[config.mk]
export PLATFORM = sky130hd
export DESIGN_NAME = retire_buffer
export DESIGN_NICKNAME = d
export VERILOG_FILES = /design/src/rtl/retire_pkg.sv /design/src/rtl/retire_ptrs.sv /design/src/rtl/retire_arch.sv /design/src/rtl/retire_buffer.sv
export SDC_FILE = /design/constraint.sdc
export NUM_CORES = 2
export LEC_CHECK = 0
export BUFFER_PORTS_ARGS = -buffer_cell sky130_fd_sc_hd__buf_4
export CELL_PAD_IN_SITES_DETAIL_PLACEMENT = 2
export CELL_PAD_IN_SITES_GLOBAL_PLACEMENT = 2
export CORE_AREA = 5 5 357 534
export CTS_CLUSTER_SIZE = 16
export DETAILED_ROUTE_END_ITERATION = 12
export DIE_AREA = 0 0 362 539
export PLACE_DENSITY = 0.65
export SETUP_SLACK_MARGIN = 0.15
export SLEW_MARGIN = 20
export SYNTH_ARGS = -nofsm -noshare
export SYNTH_HDL_FRONTEND = slang
export SYNTH_SLANG_ARGS = --single-unit
[constraint.sdc]
create_clock -name clk_i -period 12.1 [get_ports clk_i]
set_input_delay 1.815 -clock clk_i [delete_from_list [all_inputs] [get_ports clk_i]]
set_output_delay 1.815 -clock clk_i [all_outputs]
set_load 0.1 [all_outputs]
[src/rtl/retire_pkg.sv]
package retire_pkg;
  localparam int unsigned PC_W   = 32;
  localparam int unsigned PREG_W = 6;

  typedef struct packed {
    logic              valid;
    logic              done;
    logic              cancel;
    logic              is_branch;
    logic              hstart;
    logic [PC_W-1:0]   pc;
    logic [PC_W-1:0]   target;
    logic [PREG_W-1:0] new_preg;
    logic [PREG_W-1:0] prev_preg;
  } rb_entry_t;
endpackage

[src/rtl/retire_ptrs.sv]
module retire_ptrs #(
  parameter int unsigned DEPTH = 16,
  localparam int unsigned TAG_W = $clog2(DEPTH),
  localparam int unsigned CNT_W = TAG_W + 1
) (
  input  logic             clk_i,
  input  logic             rst_ni,
  input  logic             push_i,
  input  logic             pop_i,
  output logic [TAG_W-1:0] head_o,
  output logic [TAG_W-1:0] tail_o,
  output logic             full_o,
  output logic             empty_o
);
  logic [TAG_W-1:0] head_q, tail_q;
  logic [CNT_W-1:0] cnt_q;

  always_ff @(posedge clk_i or negedge rst_ni) begin
    if (!rst_ni) begin
      head_q <= '0;
      tail_q <= '0;
      cnt_q  <= '0;
    end else begin
      if (push_i) tail_q <= tail_q + 1'b1;
      if (pop_i)  head_q <= head_q + 1'b1;
      if (push_i && !pop_i)      cnt_q <= cnt_q + 1'b1;
      else if (!push_i && pop_i) cnt_q <= cnt_q - 1'b1;
    end
  end

  assign head_o  = head_q;
  assign tail_o  = tail_q;
  assign full_o  = (cnt_q == CNT_W'(DEPTH));
  assign empty_o = (cnt_q == '0);


  no_overflow_chk: assert property (@(posedge clk_i) disable iff (!rst_ni)
    full_o |-> !push_i);

  no_underflow_chk: assert property (@(posedge clk_i) disable iff (!rst_ni)
    empty_o |-> !pop_i);
endmodule

[src/rtl/retire_arch.sv]
module retire_arch #(
  parameter int unsigned PC_W = 32,
  parameter logic [PC_W-1:0] RESET_PC = 'h100
) (
  input  logic            clk_i,
  input  logic            rst_ni,
  input  logic            commit_i,
  input  logic            is_branch_i,
  input  logic            hstart_i,
  input  logic [PC_W-1:0] pc_i,
  input  logic [PC_W-1:0] target_i,
  output logic [PC_W-1:0] npc_o,
  output logic [PC_W-1:0] epc_o
);
  logic [PC_W-1:0] npc_q, epc_q;

  always_ff @(posedge clk_i or negedge rst_ni) begin
    if (!rst_ni) begin
      npc_q <= RESET_PC;
      epc_q <= '0;
    end else if (commit_i) begin
      npc_q <= is_branch_i ? target_i : pc_i + PC_W'(4);
      if (hstart_i) epc_q <= npc_q;
    end
  end

  assign npc_o = npc_q;
  assign epc_o = epc_q;


  epc_copy_chk: assert property (@(posedge clk_i) disable iff (!rst_ni)
    (commit_i && hstart_i) |=> (epc_o == $past(npc_o)));

  npc_hold_chk: assert property (@(posedge clk_i) disable iff (!rst_ni)
    !commit_i |=> ($stable(npc_o) && $stable(epc_o)));
endmodule

[src/rtl/retire_buffer.sv]
module retire_buffer
  import retire_pkg::*;
#(
  parameter int unsigned DEPTH = 16,
  parameter logic [PC_W-1:0] RESET_PC = 'h100,
  localparam int unsigned TAG_W = $clog2(DEPTH)
) (
  input  logic              clk_i,
  input  logic              rst_ni,
  input  logic              alloc_valid_i,
  input  logic [PC_W-1:0]   alloc_pc_i,
  input  logic [PREG_W-1:0] alloc_new_preg_i,
  input  logic [PREG_W-1:0] alloc_prev_preg_i,
  input  logic              alloc_is_branch_i,
  input  logic              alloc_hstart_i,
  output logic              alloc_ready_o,
  output logic [TAG_W-1:0]  alloc_tag_o,
  input  logic              done_valid_i,
  input  logic [TAG_W-1:0]  done_tag_i,
  input  logic [PC_W-1:0]   done_target_i,
  input  logic              squash_valid_i,
  input  logic [TAG_W-1:0]  squash_tag_i,
  output logic              commit_valid_o,
  output logic [PC_W-1:0]   commit_pc_o,
  output logic              free_valid_o,
  output logic [PREG_W-1:0] free_preg_o,
  output logic              handler_retired_o,
  output logic [PC_W-1:0]   arch_npc_o,
  output logic [PC_W-1:0]   arch_epc_o,
  output logic              empty_o
);
  rb_entry_t        ent_q [DEPTH];
  rb_entry_t        head_e;
  logic [TAG_W-1:0] head_idx, tail_idx, squash_age;
  logic             full, empty, alloc_fire, retire, commit;

  retire_ptrs #(.DEPTH(DEPTH)) ptrs_i (
    .clk_i  (clk_i),
    .rst_ni (rst_ni),
    .push_i (alloc_fire),
    .pop_i  (retire),
    .head_o (head_idx),
    .tail_o (tail_idx),
    .full_o (full),
    .empty_o(empty)
  );

  assign alloc_fire = alloc_valid_i && !full;
  assign head_e     = ent_q[head_idx];
  assign retire     = !empty && (head_e.cancel || head_e.done);
  assign commit     = retire && !head_e.cancel;
  assign squash_age = squash_tag_i - head_idx;

  for (genvar i = 0; i < DEPTH; i++) begin : g_ent
    logic [TAG_W-1:0] age;
    assign age = TAG_W'(i) - head_idx;

    always_ff @(posedge clk_i or negedge rst_ni) begin
      if (!rst_ni) begin
        ent_q[i] <= '0;
      end else if (alloc_fire && tail_idx == TAG_W'(i)) begin
        ent_q[i].valid     <= 1'b1;
        ent_q[i].done      <= 1'b0;
        ent_q[i].cancel    <= 1'b0;
        ent_q[i].is_branch <= alloc_is_branch_i;
        ent_q[i].hstart    <= alloc_hstart_i;
        ent_q[i].pc        <= alloc_pc_i;
        ent_q[i].target    <= '0;
        ent_q[i].new_preg  <= alloc_new_preg_i;
        ent_q[i].prev_preg <= alloc_prev_preg_i;
      end else begin
        if (retire && head_idx == TAG_W'(i)) ent_q[i].valid <= 1'b0;
        if (done_valid_i && done_tag_i == TAG_W'(i) && ent_q[i].valid) begin
          ent_q[i].done   <= 1'b1;
          ent_q[i].target <= done_target_i;
        end
        // younger than the mispredicted branch, relative to head
        if (squash_valid_i && ent_q[i].valid && age > squash_age)
          ent_q[i].cancel <= 1'b1;
      end
    end
  end

  retire_arch #(.PC_W(PC_W), .RESET_PC(RESET_PC)) arch_i (
    .clk_i      (clk_i),
    .rst_ni     (rst_ni),
    .commit_i   (commit),
    .is_branch_i(head_e.is_branch),
    .hstart_i   (head_e.hstart),
    .pc_i       (head_e.pc),
    .target_i   (head_e.target),
    .npc_o      (arch_npc_o),
    .epc_o      (arch_epc_o)
  );

  assign alloc_ready_o     = !full;
  assign alloc_tag_o       = tail_idx;
  assign commit_valid_o    = commit;
  assign commit_pc_o       = head_e.pc;
  assign free_valid_o      = retire;
  assign free_preg_o       = head_e.cancel ? head_e.new_preg : head_e.prev_preg;
  assign handler_retired_o = commit && head_e.hstart;
  assign empty_o           = empty;


  commit_frees_chk: assert property (@(posedge clk_i) disable iff (!rst_ni)
    commit_valid_o |-> free_valid_o);

  handler_pulse_chk: assert property (@(posedge clk_i) disable iff (!rst_ni)
    handler_retired_o |-> commit_valid_o);

  ready_when_empty_chk: assert property (@(posedge clk_i) disable iff (!rst_ni)
    empty_o |-> alloc_ready_o);

  idle_when_empty_chk: assert property (@(posedge clk_i) disable iff (!rst_ni)
    empty_o |-> !free_valid_o);
endmodule

==> impl_metrics.csv <==
group,metric,value,unit
route,route.antenna.remaining_nets,0,
worst_hold_path,hp-class,"reg -> reg",
synth,most_instantiated_library_cell_after_synthesis,"sky130_fd_sc_hd__nand2_1",
worst_setup_path,slack_of_the_worst_reg_to_reg_path,6090,ps
synth,synth-warning-count,0,
synth,yosys.area.top_type,"sky130_fd_sc_hd__dfrtp_1",
sta,worstMarginPinSlew,1180,ps
power_and_ir_drop,power_per_cell_area,322,mW/mm²
worst_setup_path,endpoint_kind,"primary output",
worst_hold_path,timing.hold.worst.start,"ent_q[887]",
finish,post_route_cells_drive_above_1_share,20.7,%
synth,ys_ff_latch,1373,
die,placeable_core_area,0.186,mm²
route,drt_first_pass_iters,6,
synth,post_synth_xor_area_fraction,0.612,%
sta,report.final.slew_viol_count,0,
global_routing,first_pass_grt_wire_length,395,mm
clocking,cts_resized,0,
synth,synth_simple_gate_area_share,16.6,%
synth,synth_mux_area_share,19.1,%
worst_setup_path,critPathArrivalTime,5440,ps
synth,syn-mean-instance-area,10.4,µm²
synth,synth_cells,6186,
synth,dominantRegCellSynth,"sky130_fd_sc_hd__dfrtp_1",
clocking,cts.reportedPaths.clkPinSlew,60,ps
synth,synth_nets,6320,
placement,portBuffers,201,
global_routing,vias_in_the_first_global_route,54900,
synth,post_synth_instance_area,0.0644,mm²
synth,synth-edff-count,0,
placement,dp_hpwl,160,mm
run,max-cap-violations,0,
sta,clock-skew-final,54.8,ps
route,route.detailed.drc,0,
route,wirelength,271,mm
synth,synth.yosys.seq_area_share,53.3,%
synth,synth_top_family_by_area,"multiplexers",
global_routing,grt_antenna_before_repair,20,
clocking,clock_insertion_delay_worst_skew,820,ps
sta,relSlewSlack,21.2,%
clocking,post_cts_buffers,0,
global_routing,global_route_total_overflow,0,
global_routing,groute.usage.overall,27.5,%
clocking,cts.sink_count,1373,
clocking,cts_root_buf,"sky130_fd_sc_hd__clkbuf_16",
worst_hold_path,holdPathStages,2,
worst_setup_path,timing.setup.critical_path_class,"reg -> out",
sta,timing.fmax,138,MHz
route,vias,49400,
die,ios,202,
die,die_h,539,µm
sta,timing.final.crit_period,7250,ps
worst_hold_path,holdPathEnd,"ent_q[887]",
clocking,tritoncts.num_buffers,157,
sta,rsz0062_at_grt,"false",
power_and_ir_drop,maximum_vdd_drop,0.000450,V
clocking,cts_tree,"yes",
synth,synth_compound_area_share,5.74,%
worst_setup_path,cell_by_cell_trace_of_the_critical_path,"buf_4 -> mux4_2 -> mux2i_1 -> buf_4 -> mux2_2 -> nand3b_1 -> buf_4 -> inv_1 -> buf_4",
placement,post_dp_cell_area,0.0683,mm²
finish,fillCellCount,19400,
worst_setup_path,critical_path.reg2reg.startpoint,"ptrs_i.head_o[0]",
route,dr.first_iter.drc_count,3419,
sta,final.period_utilization,59.9,%
clocking,cts.path.max_buffers,4,
die,rows,194,
synth,synth.cells.most_frequent,"sky130_fd_sc_hd__nand2_1, sky130_fd_sc_hd__dfrtp_1, sky130_fd_sc_hd__a21oi_1",
synth,synth_fa_ha_area_share,0.979,%
synth,ys_types,64,
finish,fin_nets,6279,
die,floorplan.initialDensity,34.7,%
synth,synth_async_sr_flop_share,100,%
global_routing,grt_start_max_net_pins,154,
worst_setup_path,r2r_end,"arch_i.npc_o[19]",
finish,layout.core_utilization,39.6,%
worst_setup_path,cp_max_fanout,73,
worst_setup_path,cp-start-kind,"flop",
sta,final_hold_viol_count,0,
finish,area_delta_synth_final,14.0,%
clocking,clock_tree.htree_level_count,4,
synth,synthTopCellsByArea,"sky130_fd_sc_hd__dfrtp_1, sky130_fd_sc_hd__nand2_1, sky130_fd_sc_hd__mux4_2",
finish,layout.cell_area.non_filler,0.0735,mm²
sta,setup_violations,0,
worst_setup_path,crit_slowest_cell,"sky130_fd_sc_hd__dfrtp_4",
worst_setup_path,crit_path_frequent_cell,"sky130_fd_sc_hd__buf_4",
worst_setup_path,cp_slowest_stage_delay,1060,ps
route,route.detailed.wl_per_inst,31.1,µm
clocking,ctsHoldBuffers,0,
die,die-width,362,µm
die,dieArea,0.195,mm²
sta,setup_total_negative_slack,0,ps
run_status,outcome,"finished clean",
power_and_ir_drop,leakage,33.5,nW
worst_setup_path,required,10280,ps
finish,multiInputGateArea,0.0281,mm²
finish,regArea,0.0344,mm²
power_and_ir_drop,p_total,23.6,mW
route,vias_per_cell,5.67,
placement,gp_congestion,0.786,
synth,netlist.area_leader.share,53.3,%
worst_setup_path,worstRegToRegCells,10,
[stage by stage]
| step | hold WS [ps] | std cells | setup slack, ps |
|---|---|---|---|
| floorplan | 438 | 6186 | 6670 |
| global placement | 450 | 8431 | 5560 |
| detailed placement | 461 | 8434 | 5550 |
| CTS | 476 | 8703 | 4680 |
| global route | 486 | 8709 | 4550 |
| finish | 466 | 8713 | 4850 |
[state kept, by name, summed over array words and instances (netlist names)]
name,count
arch_i.epc_o,32
ptrs_i.tail_o,4
ent_q,1296
arch_i.npc_o,32
ptrs_i.cnt_q,5
ptrs_i.head_o,4
[report_power, final]
| group | internal [mW] | switching, mW |
|---|---|---|
| combinational | 3.94 | 6.86 |
| clock | 2.87 | 2.04 |
| sequential | 6.58 | 1.36 |
| total | 13.4 | 10.3 |
[worst max-delay path by stage]
| stage | start | endpoint | slack, ps | cells past startpoint |
|---|---|---|---|---|
| detailed placement | ptrs_i.head_o[0] | commit_valid_o | 5550 | 9 |
| global placement | ptrs_i.head_o[0] | handler_retired_o | 5560 | 9 |
| finish | ptrs_i.head_o[0] | commit_valid_o | 4850 | 9 |
| floorplan | ptrs_i.head_o[0] | free_preg_o[0] | 6670 | 12 |
| CTS | ptrs_i.head_o[0] | commit_valid_o | 4680 | 9 |
| global route | ptrs_i.head_o[0] | commit_valid_o | 4550 | 9 |
[layer usage]
layer	global-route usage, %	vias to the layer above	wire, µm
met4	9.64	8	10600
li1	-	20600	-
met3	4.48	470	12800
met2	48.4	1154	137000
met1	34.2	27100	110000
met5	0	-	54
[logic make-up (layout without fill, tap and decap cells)]
group	Yosys count	in the layout
AOI/OAI and AO/OA	678	678
muxes	732	732
other	0	8
DFF	1373	1373
adders and majority gates	50	50
xor gates and xnor gates	45	45
buffers and inverters	558	627
and+or+nand+nor	2750	2750
[layout make-up]
class / instances / share of cell area, %
Antenna cell: 8 / 0.0272
Inverter: 25 / 0.135
Tap cell: 2450 / 4.17
Clock inverter: 30 / 0.569
Timing Repair Buffer: 333 / 3.69
Sequential cell: 1373 / 46.8
Multi-Input combinational cell: 4255 / 38.3
Clock buffer: 239 / 6.37
[critical path: cells and delay by family (launching register included)]
family / cells / cell delay, ps
flip-flops: 1 / 1060
multiplexers: 3 / 960
AND/OR/NAND/NOR: 1 / 360
buffers and inverters: 5 / 2190
[cell usage in the layout (no fill, tap or decap), types with 7 or more instances in the layout]
cell type	Yosys	routed
sky130_fd_sc_hd__clkbuf_1	380	42
sky130_fd_sc_hd__nor2b_1	12	10
sky130_fd_sc_hd__clkbuf_8	0	36
sky130_fd_sc_hd__a21o_1	12	12
sky130_fd_sc_hd__nand3_1	35	9
sky130_fd_sc_hd__buf_12	6	7
sky130_fd_sc_hd__clkbuf_16	0	161
sky130_fd_sc_hd__buf_4	7	320
sky130_fd_sc_hd__ha_1	40	40
sky130_fd_sc_hd__dfrtp_1	1372	1368
sky130_fd_sc_hd__mux2_2	310	310
sky130_fd_sc_hd__xnor2_1	35	35
sky130_fd_sc_hd__bufinv_16	0	10
sky130_fd_sc_hd__a31oi_1	15	15
sky130_fd_sc_hd__o221ai_1	7	7
sky130_fd_sc_hd__inv_1	23	22
sky130_fd_sc_hd__nor2_4	0	12
sky130_fd_sc_hd__nor2_1	80	68
sky130_fd_sc_hd__mux2i_1	60	60
sky130_fd_sc_hd__nand3_4	1	11
sky130_fd_sc_hd__nor3_1	17	13
sky130_fd_sc_hd__o21ai_0	35	35
sky130_fd_sc_hd__clkinv_2	0	15
sky130_fd_sc_hd__nand3_2	0	16
sky130_fd_sc_hd__mux4_1	21	21
sky130_fd_sc_hd__maj3_1	7	7
sky130_fd_sc_hd__xor2_1	10	10
sky130_fd_sc_hd__mux4_2	341	340
sky130_fd_sc_hd__and3_2	0	16
sky130_fd_sc_hd__a21oi_1	536	536
sky130_fd_sc_hd__nand4_1	10	10
sky130_fd_sc_hd__and3_1	24	8
sky130_fd_sc_hd__diode_2	0	8
sky130_fd_sc_hd__nand2_1	2531	2531
sky130_fd_sc_hd__a221oi_1	16	16
sky130_fd_sc_hd__a22oi_1	21	21
(Power assumes the default switching activity.)
